**src/rtl/bsort_pkg.sv**
```systemverilog
package bsort_pkg;
  // Number of registered comparator layers for 2^k lanes.
  function automatic int layer_count(input int k);
    return k * (k + 1) / 2;
  endfunction

  // Position of merge step t (0 = widest) of building stage s (1-based).
  function automatic int layer_pos(input int s, input int t);
    return s * (s - 1) / 2 + t;
  endfunction
endpackage

```
**src/rtl/bsort_cas.sv**
```systemverilog
module bsort_cas #(
  parameter int W = 8
) (
  input  logic [W-1:0] a_i,
  input  logic [W-1:0] b_i,
  input  logic         flip_i,
  output logic [W-1:0] lo_o,
  output logic [W-1:0] hi_o
);
  logic swap;

  // Without flip the lower lane keeps the minimum; with flip it keeps the maximum.
  always_comb begin
    swap = flip_i ? (a_i < b_i) : (a_i > b_i);
    lo_o = swap ? b_i : a_i;
    hi_o = swap ? a_i : b_i;
  end
endmodule

```
**src/rtl/bsort_pad.sv**
```systemverilog
module bsort_pad #(
  parameter int LOG_N = 3,
  parameter int W     = 8
) (
  input  logic [(1<<LOG_N)*W-1:0] keys_i,
  input  logic [LOG_N:0]          count_i,
  input  logic                    desc_i,
  output logic [(1<<LOG_N)*W-1:0] keys_o
);
  localparam int N     = 1 << LOG_N;
  localparam int CNT_W = LOG_N + 1;

  logic [W-1:0] pad_val;
  assign pad_val = desc_i ? {W{1'b0}} : {W{1'b1}};

  for (genvar i = 0; i < N; i++) begin : g_lane
    assign keys_o[i*W +: W] = (CNT_W'(i) >= count_i) ? pad_val : keys_i[i*W +: W];
  end
endmodule

```
**src/rtl/bsort_layer.sv**
```systemverilog
module bsort_layer #(
  parameter int LOG_N = 3,
  parameter int W     = 8,
  parameter int STEP  = 0,  // pair distance is 2^STEP
  parameter int RUN   = 1   // index bit choosing the run direction
) (
  input  logic                    clk,
  input  logic [(1<<LOG_N)*W-1:0] keys_i,
  input  logic                    desc_i,
  output logic [(1<<LOG_N)*W-1:0] keys_o,
  output logic                    desc_o
);
  localparam int N    = 1 << LOG_N;
  localparam int DIST = 1 << STEP;

  logic [N*W-1:0] nxt;

  for (genvar i = 0; i < N; i++) begin : g_lane
    if (((i >> STEP) & 1) == 0) begin : g_pair
      localparam bit UP = (((i >> RUN) & 1) == 0);
      logic [W-1:0] lo, hi;
      bsort_cas #(.W(W)) u_cas (
        .a_i   (keys_i[i*W +: W]),
        .b_i   (keys_i[(i+DIST)*W +: W]),
        .flip_i(desc_i ^ !UP),
        .lo_o  (lo),
        .hi_o  (hi)
      );
      assign nxt[i*W +: W]        = lo;
      assign nxt[(i+DIST)*W +: W] = hi;
    end
  end

  always_ff @(posedge clk) begin
    keys_o <= nxt;
    desc_o <= desc_i;
  end
endmodule

```
**src/rtl/bitonic_sorter.sv**
```systemverilog
module bitonic_sorter
  import bsort_pkg::*;
#(
  parameter int LOG_N = 3,
  parameter int W     = 8
) (
  input  logic                    clk,
  input  logic                    rst,
  input  logic                    in_valid,
  input  logic [(1<<LOG_N)*W-1:0] in_keys,
  input  logic [LOG_N:0]          in_count,
  input  logic                    descend,
  output logic                    out_valid,
  output logic [(1<<LOG_N)*W-1:0] out_keys,
  output logic                    out_descend
);
  localparam int N     = 1 << LOG_N;
  localparam int NW    = N * W;
  localparam int DEPTH = layer_count(LOG_N);

  logic [NW-1:0]    stg_keys [0:DEPTH];
  logic             stg_desc [0:DEPTH];
  logic [DEPTH-1:0] vsr;

  bsort_pad #(.LOG_N(LOG_N), .W(W)) u_pad (
    .keys_i (in_keys),
    .count_i(in_count),
    .desc_i (descend),
    .keys_o (stg_keys[0])
  );
  assign stg_desc[0] = descend;

  for (genvar s = 1; s <= LOG_N; s++) begin : g_stage
    for (genvar t = 0; t < s; t++) begin : g_step
      localparam int L = layer_pos(s, t);
      bsort_layer #(.LOG_N(LOG_N), .W(W), .STEP(s - 1 - t), .RUN(s)) u_layer (
        .clk   (clk),
        .keys_i(stg_keys[L]),
        .desc_i(stg_desc[L]),
        .keys_o(stg_keys[L+1]),
        .desc_o(stg_desc[L+1])
      );
    end
  end

  always_ff @(posedge clk) begin
    if (rst) begin
      vsr <= '0;
    end else begin
      vsr[0] <= in_valid;
      for (int k = 1; k < DEPTH; k++) vsr[k] <= vsr[k-1];
    end
  end

  assign out_valid   = vsr[DEPTH-1];
  assign out_keys    = stg_keys[DEPTH];
  assign out_descend = stg_desc[DEPTH];
endmodule

```
**config.mk**
```make
export PLATFORM = sky130hd
export DESIGN_NAME = bitonic_sorter
export DESIGN_NICKNAME = d
export VERILOG_FILES = /design/src/rtl/bsort_pkg.sv /design/src/rtl/bsort_cas.sv /design/src/rtl/bsort_pad.sv /design/src/rtl/bsort_layer.sv /design/src/rtl/bitonic_sorter.sv
export SDC_FILE = /design/constraint.sdc
export NUM_CORES = 1
export LEC_CHECK = 0
export BUFFER_PORTS_ARGS = -buffer_cell sky130_fd_sc_hd__buf_2
export CAP_MARGIN = 40
export CORE_MARGIN = 5
export CORE_UTILIZATION = 44
export CTS_CLUSTER_SIZE = 10
export DETAILED_ROUTE_END_ITERATION = 12
export PLACE_DENSITY_LB_ADDON = 0.08
export SLEW_MARGIN = 20
export SYNTH_ARGS = -nofsm -noshare
export SYNTH_HDL_FRONTEND = slang
export SYNTH_HIERARCHICAL = 1
export SYNTH_SLANG_ARGS = --single-unit
export TNS_END_PERCENT = 50
```
**constraint.sdc**
```tcl
create_clock -name clk -period 3.8 [get_ports clk]
set_input_delay 0.19 -clock clk [delete_from_list [all_inputs] [get_ports clk]]
set_output_delay 0.19 -clock clk [all_outputs]
set_load 0.05 [all_outputs]
```
==> run_results.csv, run 1 <==
group,metric,value,unit
run_status,outcome,"finished clean",
synthesis,synth.net_count,1999,
sta,rsz0062_at_grt,"false",
power_and_ir_drop,peakVddDrop,775,µV
critical_path,r2r_start,"g_stage[2].g_step[1].u_layer/keys_o[53]",
placed_design,hpwlAfterDp,34000,µm
sta,layout_worst_path_cycle_share,0.804,
critical_path,critPathKind,"primary input to flip-flop",
synthesis,synthArstFlopShare,0,
job,max-cap-violations,0,
critical_path,crit_required,4.24,ns
global_route,antenna_found_initial,0,
synthesis,synth_top_cell_by_area,"dfxtp_1",
global_route,grt_pass1_wl,66900,µm
clock_tree,cts_hold_buffers,15,
die,die_area,50300,µm²
min_path,whs_path_depth,3,
critical_path,start_kind,"primary input",
min_path,hold_end,"g_stage[1].g_step[0].u_layer/keys_o[10]",
synthesis,synth_area_leaders,"dfxtp_1 (39%), mux2_4 (18%), ha_1 (12%)",
global_route,grt_remaining_overflow,0,
routing,avgRoutedWirePerCell,16.9,µm
finish,drive_gt1_frac,0.309,
min_path,min_path_type,"primary input to flip-flop",
clock_tree,insertion_delay,0.56,ns
synthesis,synth_top_area_share,0.393,
synthesis,yosysMostFrequentCell,"dfxtp_1",
synthesis,synth_seq_area_share,0.393,
sta,fin_crit,3.05,ns
sta,fmax,328,MHz
routing,drt_iter0_markers,420,
clock_tree,cts_tree,"done",
global_route,grtUsageTotal,0.167,
clock_tree,cts_buffers,46,
die,fp-row-count,78,
synthesis,synth-seq-cells,396,
power_and_ir_drop,leakage,10.7,nW
sta,maxSlewViolCount,0,
clock_tree,cts_num_sinks,396,
finish,final_area,22300,µm²
sta,maxSlewHeadroom,0.441,
synthesis,synthTopCellsByCount,"dfxtp_1 (396), mux2_4 (240), inv_1 (219)",
synthesis,synthesis.area,20200,µm²
die,num_io_pins,138,
critical_path,cp-end-kind,"flip-flop",
synthesis,synth_ff_type,"dfxtp_1",
clock_tree,post_cts_resized,0,
synthesis,yosys.area_share.xor_xnor,0,
finish,final_nets,2147,
synthesis,synth_cell_types,32,
synthesis,synthCells,1735,
synthesis,yosys.area_share.simple,0.0600,
finish,area_growth,10.3,%
critical_path,rrSetupSlack,1.20,ns
global_route,grt_max_degree,23,
synthesis,post_synth_mux_area_share,0.263,
synthesis,synth-adder-area-share,0.119,
clock_tree,cts_buffer_depth,3,
clock_tree,htree_levels,2,
placed_design,pre_cts_ws,0.464,ns
min_path,min_from,"in_keys[10]",
critical_path,rr_endpoint,"g_stage[3].g_step[0].u_layer/keys_o[16]",
die,die_w,224,µm
synthesis,yosysWarnings,6,
critical_path,rr_worst_depth,7,
die,chipHeight,224,µm
finish,diodes,0,
clock_tree,cts-root-buf,"clkbuf_16",
die,start_util,0.445,
power_and_ir_drop,power_per_cell_area,1060,nW/µm²
placed_design,io_buffers,137,
routing,wl,42100,µm
sta,setup_tns,0,ns
sta,setup_viol,0,
clock_tree,post_cts_buffers,0,
placed_design,place_area,20900,µm²
synthesis,syn_avg_cell_area,11.6,µm²
critical_path,arrival,3.50,ns
routing,viasPerCell,4.98,
synthesis,synth-edff-count,0,
routing,final_antenna_net_count,0,
sta,tightestPinTransition,0.832,ns
critical_path,worstPathMaxFanout,22,
synthesis,synth_top_family_by_area,"multiplexers",
synthesis,synth_compound_area_frac,0.0849,
global_route,grt_pass1_vias,12402,
routing,num_vias,12410,
die,core,45400,µm²
routing,drt_pass1_iterations,4,
sta,hold_violations,0,
sta,worst_slack,0.747,ns
clock_tree,clkTransAtPathRegs,0.05,ns
sta,worst_clock_skew,0.0173,ns
routing,drt_drc_violations_left,0,
placed_design,gp_congestion,0.841,
## layer usage
| metal | share of wire | up-vias | GRT usage |
|---|---|---|---|
| met4 | 0.036 | 0 | 0.0678 |
| li1 | - | 6336 | - |
| met3 | 0.031 | 85 | 0.0240 |
| met5 | 0 | - | 0 |
| met2 | 0.50 | 209 | 0.295 |
| met1 | 0.44 | 5780 | 0.205 |
## critical path, stage by stage
cell and delay [ns]:
dlygate4sd3_1 0.53, buf_2 0.27, a2111oi_4 0.46, a21o_1 0.20, ha_1 0.25, nor2b_1 0.14
o211ai_1 0.20, a211oi_1 0.10, a211o_1 0.32, mux2_2 0.28, dlygate4sd3_1 0.54
## cell type report
cell class / instances / area, µm²
Inverter: 219 / 822
Multi-Input combinational cell: 1060 / 10600
Clock inverter: 2 / 13.8
Sequential cell: 396 / 7930
Clock buffer: 56 / 1230
Fill cell: 4123 / 23100
Timing Repair Buffer: 160 / 908
Tap cell: 600 / 751
## stage by stage
step	hold slack (ns)	power, W	utilization	std cells
after floorplan	0.218	0.0183	-	1735
after global placement	0.404	0.0198	0.460	2420
after detailed placement	0.408	0.0200	0.460	2420
after CTS	0.00172	0.0240	0.491	2493
after global routing	0.0267	0.0253	0.491	2493
final	0.0330	0.0236	0.491	2493
## registers in the layout (all words and copies together) (netlist names)
signal and flops:
g_stage.g_step.u_layer/keys_o 384, g_stage.g_step.u_layer/desc_o 6, vsr 6
## where the power goes
group	switching [W]	total [W]	leakage [nW]	internal, W
registers	0.00156	0.00773	3.34	0.00616
clock network	0.00155	0.00379	0.610	0.00223
logic	0.00579	0.0121	6.71	0.00630
total	0.00891	0.0236	10.7	0.0147
## placed cells by master (no fill, tap or decap), drive strengths merged
cell | Yosys | final
a31oi | 1 | 1
ha | 192 | 192
or3 | 1 | 1
a211oi | 24 | 24
nor3 | 26 | 26
nand2b | 24 | 24
clkbuf | 8 | 56
mux2 | 384 | 384
a2111oi | 1 | 1
o21a | 25 | 25
o21ai | 24 | 24
a311o | 1 | 1
dfxtp | 396 | 396
inv | 219 | 220
a211o | 26 | 26
and2 | 24 | 24
o211ai | 24 | 24
a21o | 48 | 48
or2 | 2 | 2
a21oi | 73 | 73
nor4 | 2 | 2
o22ai | 8 | 8
dlygate4sd3 | 0 | 15
buf | 52 | 145
clkinv | 0 | 1
nor2 | 24 | 24
mux2i | 8 | 8
nor2b | 30 | 30
nand2 | 40 | 40
nand4 | 48 | 48
## cell families (layout without fill, tap and decap cells)
logic type | count (synthesis) | count (layout)
DFF | 396 | 396
buffers and inverters | 279 | 437
and+or+nand+nor | 221 | 221
muxes | 392 | 392
adders and majority gates | 192 | 192
AOI/OAI and AO/OA | 255 | 255
## worst max path at each step
stage	slack, ns	endpoint	from
finish	0.75	g_stage[1].g_step[0].u_layer/keys_o[31]	descend
CTS	0.76	g_stage[1].g_step[0].u_layer/keys_o[31]	descend
floorplan	0.98	g_stage[1].g_step[0].u_layer/keys_o[10]	in_count[1]
global placement	0.47	g_stage[1].g_step[0].u_layer/keys_o[33]	in_count[3]
detailed placement	0.46	g_stage[1].g_step[0].u_layer/keys_o[33]	in_count[3]
global route	0.56	g_stage[1].g_step[0].u_layer/keys_o[33]	descend
(Power assumes the default switching activity.)
==> run 2, diff against run 1 <==
ABC_AREA = 1   (was default)
clock period = 3.1 ns   (was 3.8 ns; I/O delays follow)
==> run_results.csv, run 2 <==
group,metric,value,unit
run_status,outcome,"finished clean",
routing,drt_pass1_iterations,5,
power_and_ir_drop,intPower,0.0149,W
min_path,whs_path_depth,5,
sta,rsz0062_at_grt,"false",
global_route,antenna_found_initial,0,
critical_path,critPathKind,"primary input to flip-flop",
finish,final_nets,3200,
power_and_ir_drop,pwr-share-clk,0.170,
synthesis,synth_area_leaders,"dfxtp_1 (39%), nand2_1 (20%), ha_1 (12%)",
finish,multi_input_area,11000,µm²
synthesis,synthTopCellsByCount,"nand2_1 (1102), nand3_1 (401), dfxtp_1 (396)",
clock_tree,cts_tree,"done",
synthesis,synthesis.area,20500,µm²
global_route,grt_pass1_wl,81300,µm
placed_design,hpwlAfterDp,39800,µm
sta,tightestPinTransition,0.738,ns
die,start_util,0.443,
routing,drt_drc_violations_left,0,
sta,setup_viol,0,
placed_design,gp_congestion,0.890,
synthesis,synth_ff_type,"dfxtp_1",
placed_design,io_buffers,137,
synthesis,synth_top_area_share,0.386,
synthesis,synthArstFlopShare,0,
synthesis,syn_avg_cell_area,7.46,µm²
finish,fill_cells,4460,
synthesis,yosysWarnings,6,
critical_path,start_kind,"primary input",
power_and_ir_drop,switching_share,0.470,
sta,hold_violations,0,
finish,drive_gt1_frac,0.122,
die,core,46400,µm²
finish,final_area,23500,µm²
power_and_ir_drop,switchingPower,0.0132,W
sta,maxSlewHeadroom,0.507,
finish,final_common_cell,"nand2_1",
clock_tree,insertion_delay,0.57,ns
routing,viasPerCell,4.80,
global_route,grt_remaining_overflow,0,
clock_tree,cts_buffers,47,
synthesis,synth.net_count,3016,
finish,largest_reg_flops,384,
synthesis,synth_cell_types,19,
clock_tree,cts-root-buf,"clkbuf_16",
synthesis,synth-seq-cells,396,
synthesis,synth_seq_area_share,0.386,
die,fp-row-count,79,
synthesis,synthCells,2752,
clock_tree,htree_levels,2,
clock_tree,clkTransAtPathRegs,0.05,ns
power_and_ir_drop,leakage,12.9,nW
die,num_io_pins,138,
routing,final_antenna_net_count,0,
min_path,min_path_type,"primary input to flip-flop",
finish,top_regs,"g_stage.g_step.u_layer/keys_o: 384 flops, g_stage.g_step.u_layer/desc_o: 6 flops, vsr: 6 flops",
power_and_ir_drop,finalPower,0.0281,W
die,chipHeight,226,µm
routing,num_vias,17061,
routing,drt_iter0_markers,862,
finish,top_register,"g_stage.g_step.u_layer/keys_o",
critical_path,rr_worst_depth,11,
clock_tree,cts_num_sinks,396,
power_and_ir_drop,power_per_cell_area,1200,nW/µm²
placed_design,place_area,21400,µm²
placed_design,dp_cells,3420,
job,max-cap-violations,0,
sta,setup_tns,0,ns
finish,seq_area,7930,µm²
clock_tree,cts_buffer_depth,3,
power_and_ir_drop,peakVddDrop,829,µV
sta,fin_crit,2.86,ns
die,die_area,51100,µm²
routing,wl,49700,µm
sta,maxSlewViolCount,0,
synthesis,synth_top_cell_by_area,"dfxtp_1",
finish,diodes,0,
sta,layout_worst_path_cycle_share,0.924,
critical_path,cp-end-kind,"flip-flop",
global_route,grt_pass1_vias,16129,
synthesis,synth-edff-count,0,
routing,avgRoutedWirePerCell,14.0,µm
global_route,grtUsageTotal,0.196,
sta,worst_clock_skew,0.0120,ns
finish,fin_cells,3555,
critical_path,worstPathMaxFanout,17,
sta,fmax,349,MHz
critical_path,crit_required,3.60,ns
synthesis,yosysMostFrequentCell,"nand2_1",
power_and_ir_drop,combPwrFrac,0.501,
finish,area_growth,14.3,%
finish,mostFrequentLayoutCells,"nand2_1 (1100), nand3_1 (401), dfxtp_1 (396)",
die,die_w,226,µm
power_and_ir_drop,p_seq_frac,0.329,
global_route,grt_max_degree,18,
critical_path,arrival,3.37,ns
run 2: final timing paths:
path                                           startpoint                                      end  slack [ns]
setup reg to reg  g_stage[2].g_step[1].u_layer/keys_o[49]  g_stage[3].g_step[0].u_layer/keys_o[53]        1.15
hold reg to reg                                    vsr[1]                                   vsr[2]        0.40
setup / recovery                                  descend  g_stage[1].g_step[0].u_layer/keys_o[19]        0.24
hold / removal                                in_keys[48]  g_stage[1].g_step[0].u_layer/keys_o[56]        0.04
run 2: power by group through the flow:
stage / clock network [W] / logic, W / registers [W]
after floorplan: 0 / 0.0107 / 0.00975
after global placement: 0 / 0.0137 / 0.00933
after detailed placement: 0 / 0.0141 / 0.00939
after CTS: 0.00496 / 0.0142 / 0.00928
after global routing: 0.00517 / 0.0162 / 0.00954
final: 0.00479 / 0.0141 / 0.00926
run 2: kinds of logic after synthesis:
family | synth area share
and+or+nand+nor | 0.390
DFF | 0.386
buffers and inverters | 0.0806
adders and majority gates | 0.117
AOI/OAI and AO/OA | 0.0263
run 2: layout make-up:
cell class / count / area share
clock buffer: 57 / 0.0552
clock inverter: 4 / 0.000853
sequential: 396 / 0.338
inverter: 278 / 0.0448
timing repair buffer: 210 / 0.0602
tap: 607 / 0.0324
multi-input combinational: 2003 / 0.469
run 2: repair_timing:
action,4_1_cts,5_1_grt
resized for setup,0,12
buffers inserted,0,2
hold buffers,71,0
endpoints found under the setup margin,0,16
endpoints found under the hold margin,64,0
run 2: per-stage QoR:
step           hold WS [ns]  worst slack, ns   util
3_5_place_dp          0.362            0.552  0.461
4_1_cts             0.00469           0.0869  0.505
3_3_place_gp          0.358            0.617  0.461
2_1_floorplan         0.183             1.06      -
6_report             0.0412            0.235  0.506
5_1_grt              0.0347          0.00512  0.506
run 2: metal layers:
layer | up-vias | global-route usage | wire length [µm]
met5 | - | 0 | 0
met2 | 331 | 0.351 | 24600
met1 | 7588 | 0.238 | 21200
li1 | 9036 | - | -
met4 | 0 | 0.0830 | 2040
met3 | 106 | 0.0229 | 1750
run 2: critical path, stage by stage:
cell and delay (ns):
dlygate4sd3_1 0.54, buf_4 0.20, inv_4 0.10, nand2_4 0.10
nor2_4 0.22, buf_4 0.16, nand2_4 0.07, nand2_1 0.13
ha_1 0.26, nand2_1 0.08, inv_1 0.04, nand2_1 0.05
nand2_1 0.05, nand2_1 0.13, nand3_4 0.22, nand2_8 0.20
nand2_1 0.06, nand2_1 0.06, dlygate4sd3_1 0.54
==> run 3, diff against run 2 <==
SYNTH_HIERARCHICAL = default   (was 1)
==> run_results.csv, run 3 <==
group,metric,value,unit
job,max-cap-violations,0,
sta,hold_violations,0,
global_route,gr-usage-met1,0.233,
clock_tree,clkTransAtPathRegs,0.05,ns
sta,maxSlewHeadroom,0.723,
routing,num_vias,16856,
synthesis,synth_seq_area_share,0.405,
global_route,grt_pass1_vias,16041,
critical_path,r2r_start,"g_stage[2].g_step[1].u_layer.keys_o[47]",
die,chipHeight,221,µm
run_status,outcome,"finished clean",
routing,drt_pass1_iterations,6,
finish,final_common_cell,"nand2_1",
global_route,grt_max_degree,18,
critical_path,critPathKind,"primary input to flip-flop",
clock_tree,cts-root-buf,"clkbuf_16",
synthesis,synthTopCellsByCount,"nand2_1 (1078), dfxtp_1 (396), nand3_1 (384)",
critical_path,cp-end-kind,"flip-flop",
global_route,busiest_layer,"met2",
routing,final_antenna_net_count,0,
min_path,min_path_type,"primary input to flip-flop",
routing,viasPerCell,4.81,
sta,setup_viol,0,
die,core,44100,µm²
synthesis,synth_ff_type,"dfxtp_1",
synthesis,yosysMostFrequentCell,"nand2_1",
finish,top_register,"g_stage.g_step.u_layer.keys_o",
clock_tree,cts_num_sinks,396,
synthesis,synth_top_area_share,0.405,
finish,diodes,0,
critical_path,crit_required,3.54,ns
power_and_ir_drop,leakage,12.5,nW
critical_path,rrSetupSlack,0.93,ns
global_route,grt_pass1_wl,79500,µm
sta,worst_clock_skew,0.0156,ns
die,die_area,48800,µm²
finish,final_nets,3170,
die,die_w,221,µm
min_path,min_from,"in_keys[60]",
placed_design,hpwlAfterDp,38300,µm
sta,layout_worst_path_cycle_share,0.922,
global_route,grt_remaining_overflow,0,
clock_tree,htree_levels,2,
synthesis,synth_cell_types,23,
finish,top_regs,"g_stage.g_step.u_layer.keys_o: 384 flops, g_stage.g_step.u_layer.desc_o: 6 flops, vsr: 6 flops",
sta,maxSlewViolCount,0,
synthesis,synth-seq-cells,396,
sta,fmax,350,MHz
synthesis,synthesis.area,19600,µm²
clock_tree,post_cts_buffers,0,
critical_path,worstPathMaxFanout,17,
synthesis,synth.net_count,3000,
critical_path,start_kind,"primary input",
synthesis,synth_top_cell_by_area,"dfxtp_1",
sta,hold_ws,0.0359,ns
power_and_ir_drop,peakVddDrop,785,µV
clock_tree,cts_buffers,46,
die,num_io_pins,138,
synthesis,synthArstFlopShare,0,
global_route,grt_util_met3,0.0236,
finish,area_growth,14.8,%
global_route,grt_use_met2,0.355,
placed_design,io_buffers,137,
clock_tree,cts_buffer_depth,3,
finish,drive_gt1_frac,0.0977,
routing,drt_iter0_markers,923,
global_route,grtUsageTotal,0.194,
routing,wl,47900,µm
placed_design,gp_congestion,0.896,
clock_tree,insertion_delay,0.57,ns
sta,fin_crit,2.86,ns
routing,avgRoutedWirePerCell,13.7,µm
global_route,antenna_found_initial,0,
die,fp-row-count,77,
die,start_util,0.444,
sta,tightestPinTransition,0.411,ns
synthesis,synth-edff-count,0,
synthesis,synth_area_leaders,"dfxtp_1 (41%), nand2_1 (21%), ha_1 (12%)",
finish,largest_reg_flops,384,
finish,mostFrequentLayoutCells,"nand2_1 (1078), dfxtp_1 (396), nand3_1 (384)",
critical_path,startpoint,"descend",
critical_path,arrival,3.30,ns
power_and_ir_drop,power_per_cell_area,1200,nW/µm²
synthesis,yosysWarnings,0,
routing,drt_drc_violations_left,0,
finish,fill_cells,4384,
synthesis,syn_avg_cell_area,7.15,µm²
power_and_ir_drop,finalPower,0.0269,W
synthesis,synthCells,2736,
clock_tree,cts_tree,"done",
-- run 3: cell types whose count changed in the layout (fill, tap and decap cells not counted), moves of 22 or more --
| cell | change |
|---|---|
| nand4_1 | +24 |
| a21oi_1 | -22 |
| nand3_2 | +23 |
| nor2_4 | -26 |
| nand3_4 | -23 |
| nor2_1 | +46 |
| nand2_1 | -22 |
| nand2_4 | -47 |
-- run 3: worst max-delay path, stage by stage --
cell and delay [ns]:
dlygate4sd3_1 0.53, clkbuf_4 0.22, inv_4 0.20, nor2_4 0.09
nor2_1 0.19, inv_1 0.07, ha_1 0.29, a21o_1 0.19
nor2_1 0.22, nand2_1 0.13, nand2_4 0.18, nand2_4 0.15
nand2_1 0.09, nand2_1 0.05, dlygate4sd3_1 0.55
-- run 3: area by class of cell --
cell class | count | area (µm²) | share of cell area
multi-input combinational | 1957 | 10100 | 0.449
timing repair buffer | 198 | 1300 | 0.0577
clock inverter | 4 | 63.8 | 0.00284
clock buffer | 54 | 1200 | 0.0535
sequential | 396 | 7930 | 0.353
inverter | 307 | 1150 | 0.0514
tap | 592 | 741 | 0.0330
-- run 3: path summary, 6_finish.rpt --
check | endpoint | cells after the start
max | g_stage[1].g_step[0].u_layer.keys_o[6] | 15
min | g_stage[1].g_step[0].u_layer.keys_o[60] | 5
max reg2reg | g_stage[3].g_step[0].u_layer.keys_o[12] | 8
min reg2reg | g_stage[3].g_step[0].u_layer.desc_o | 0
-- run 3: kinds of logic after synthesis --
group,synth area share
AO/OA/AOI/OAI,0.0286
adder cells (fa/ha/maj),0.123
buffers and inverters,0.0808
flip-flops,0.405
AND/OR/NAND/NOR,0.363
-- run 3: layer usage --
metal / vias to the layer above / share of wire / wire (µm)
met3: 78 / 0.031 / 1480
met2: 304 / 0.50 / 24100
met4: 0 / 0.032 / 1560
li1: 8966 / - / -
met1: 7508 / 0.43 / 20800
met5: - / 0 / 0
-- run 3: report_power, final --
group / total [W] / switching, W / internal [W]
combinational: 0.0129 / 0.00881 / 0.00411
clock: 0.00467 / 0.00189 / 0.00278
sequential: 0.00927 / 0.00187 / 0.00740
-- run 3: stage by stage --
stage / TNS, ns / cell area (µm²) / instances / utilization / setup slack, ns
3_5_place_dp: 0 / 20600 / 3390 / 0.466 / 0.419
6_report: 0 / 22500 / 3508 / 0.509 / 0.242
4_1_cts: 0 / 22400 / 3508 / 0.509 / 0.0719
2_1_floorplan: 0 / 19600 / 2736 / - / 1.03
5_1_grt: -0.00733 / 22500 / 3508 / 0.509 / -0.00661
3_3_place_gp: 0 / 20600 / 3390 / 0.466 / 0.482
-- run 3: timing repair --
item,4_1_cts,5_1_grt
endpoints found under the setup margin,0,5
hold buffers,60,0
resized for setup,0,6
endpoints found under the hold margin,63,0
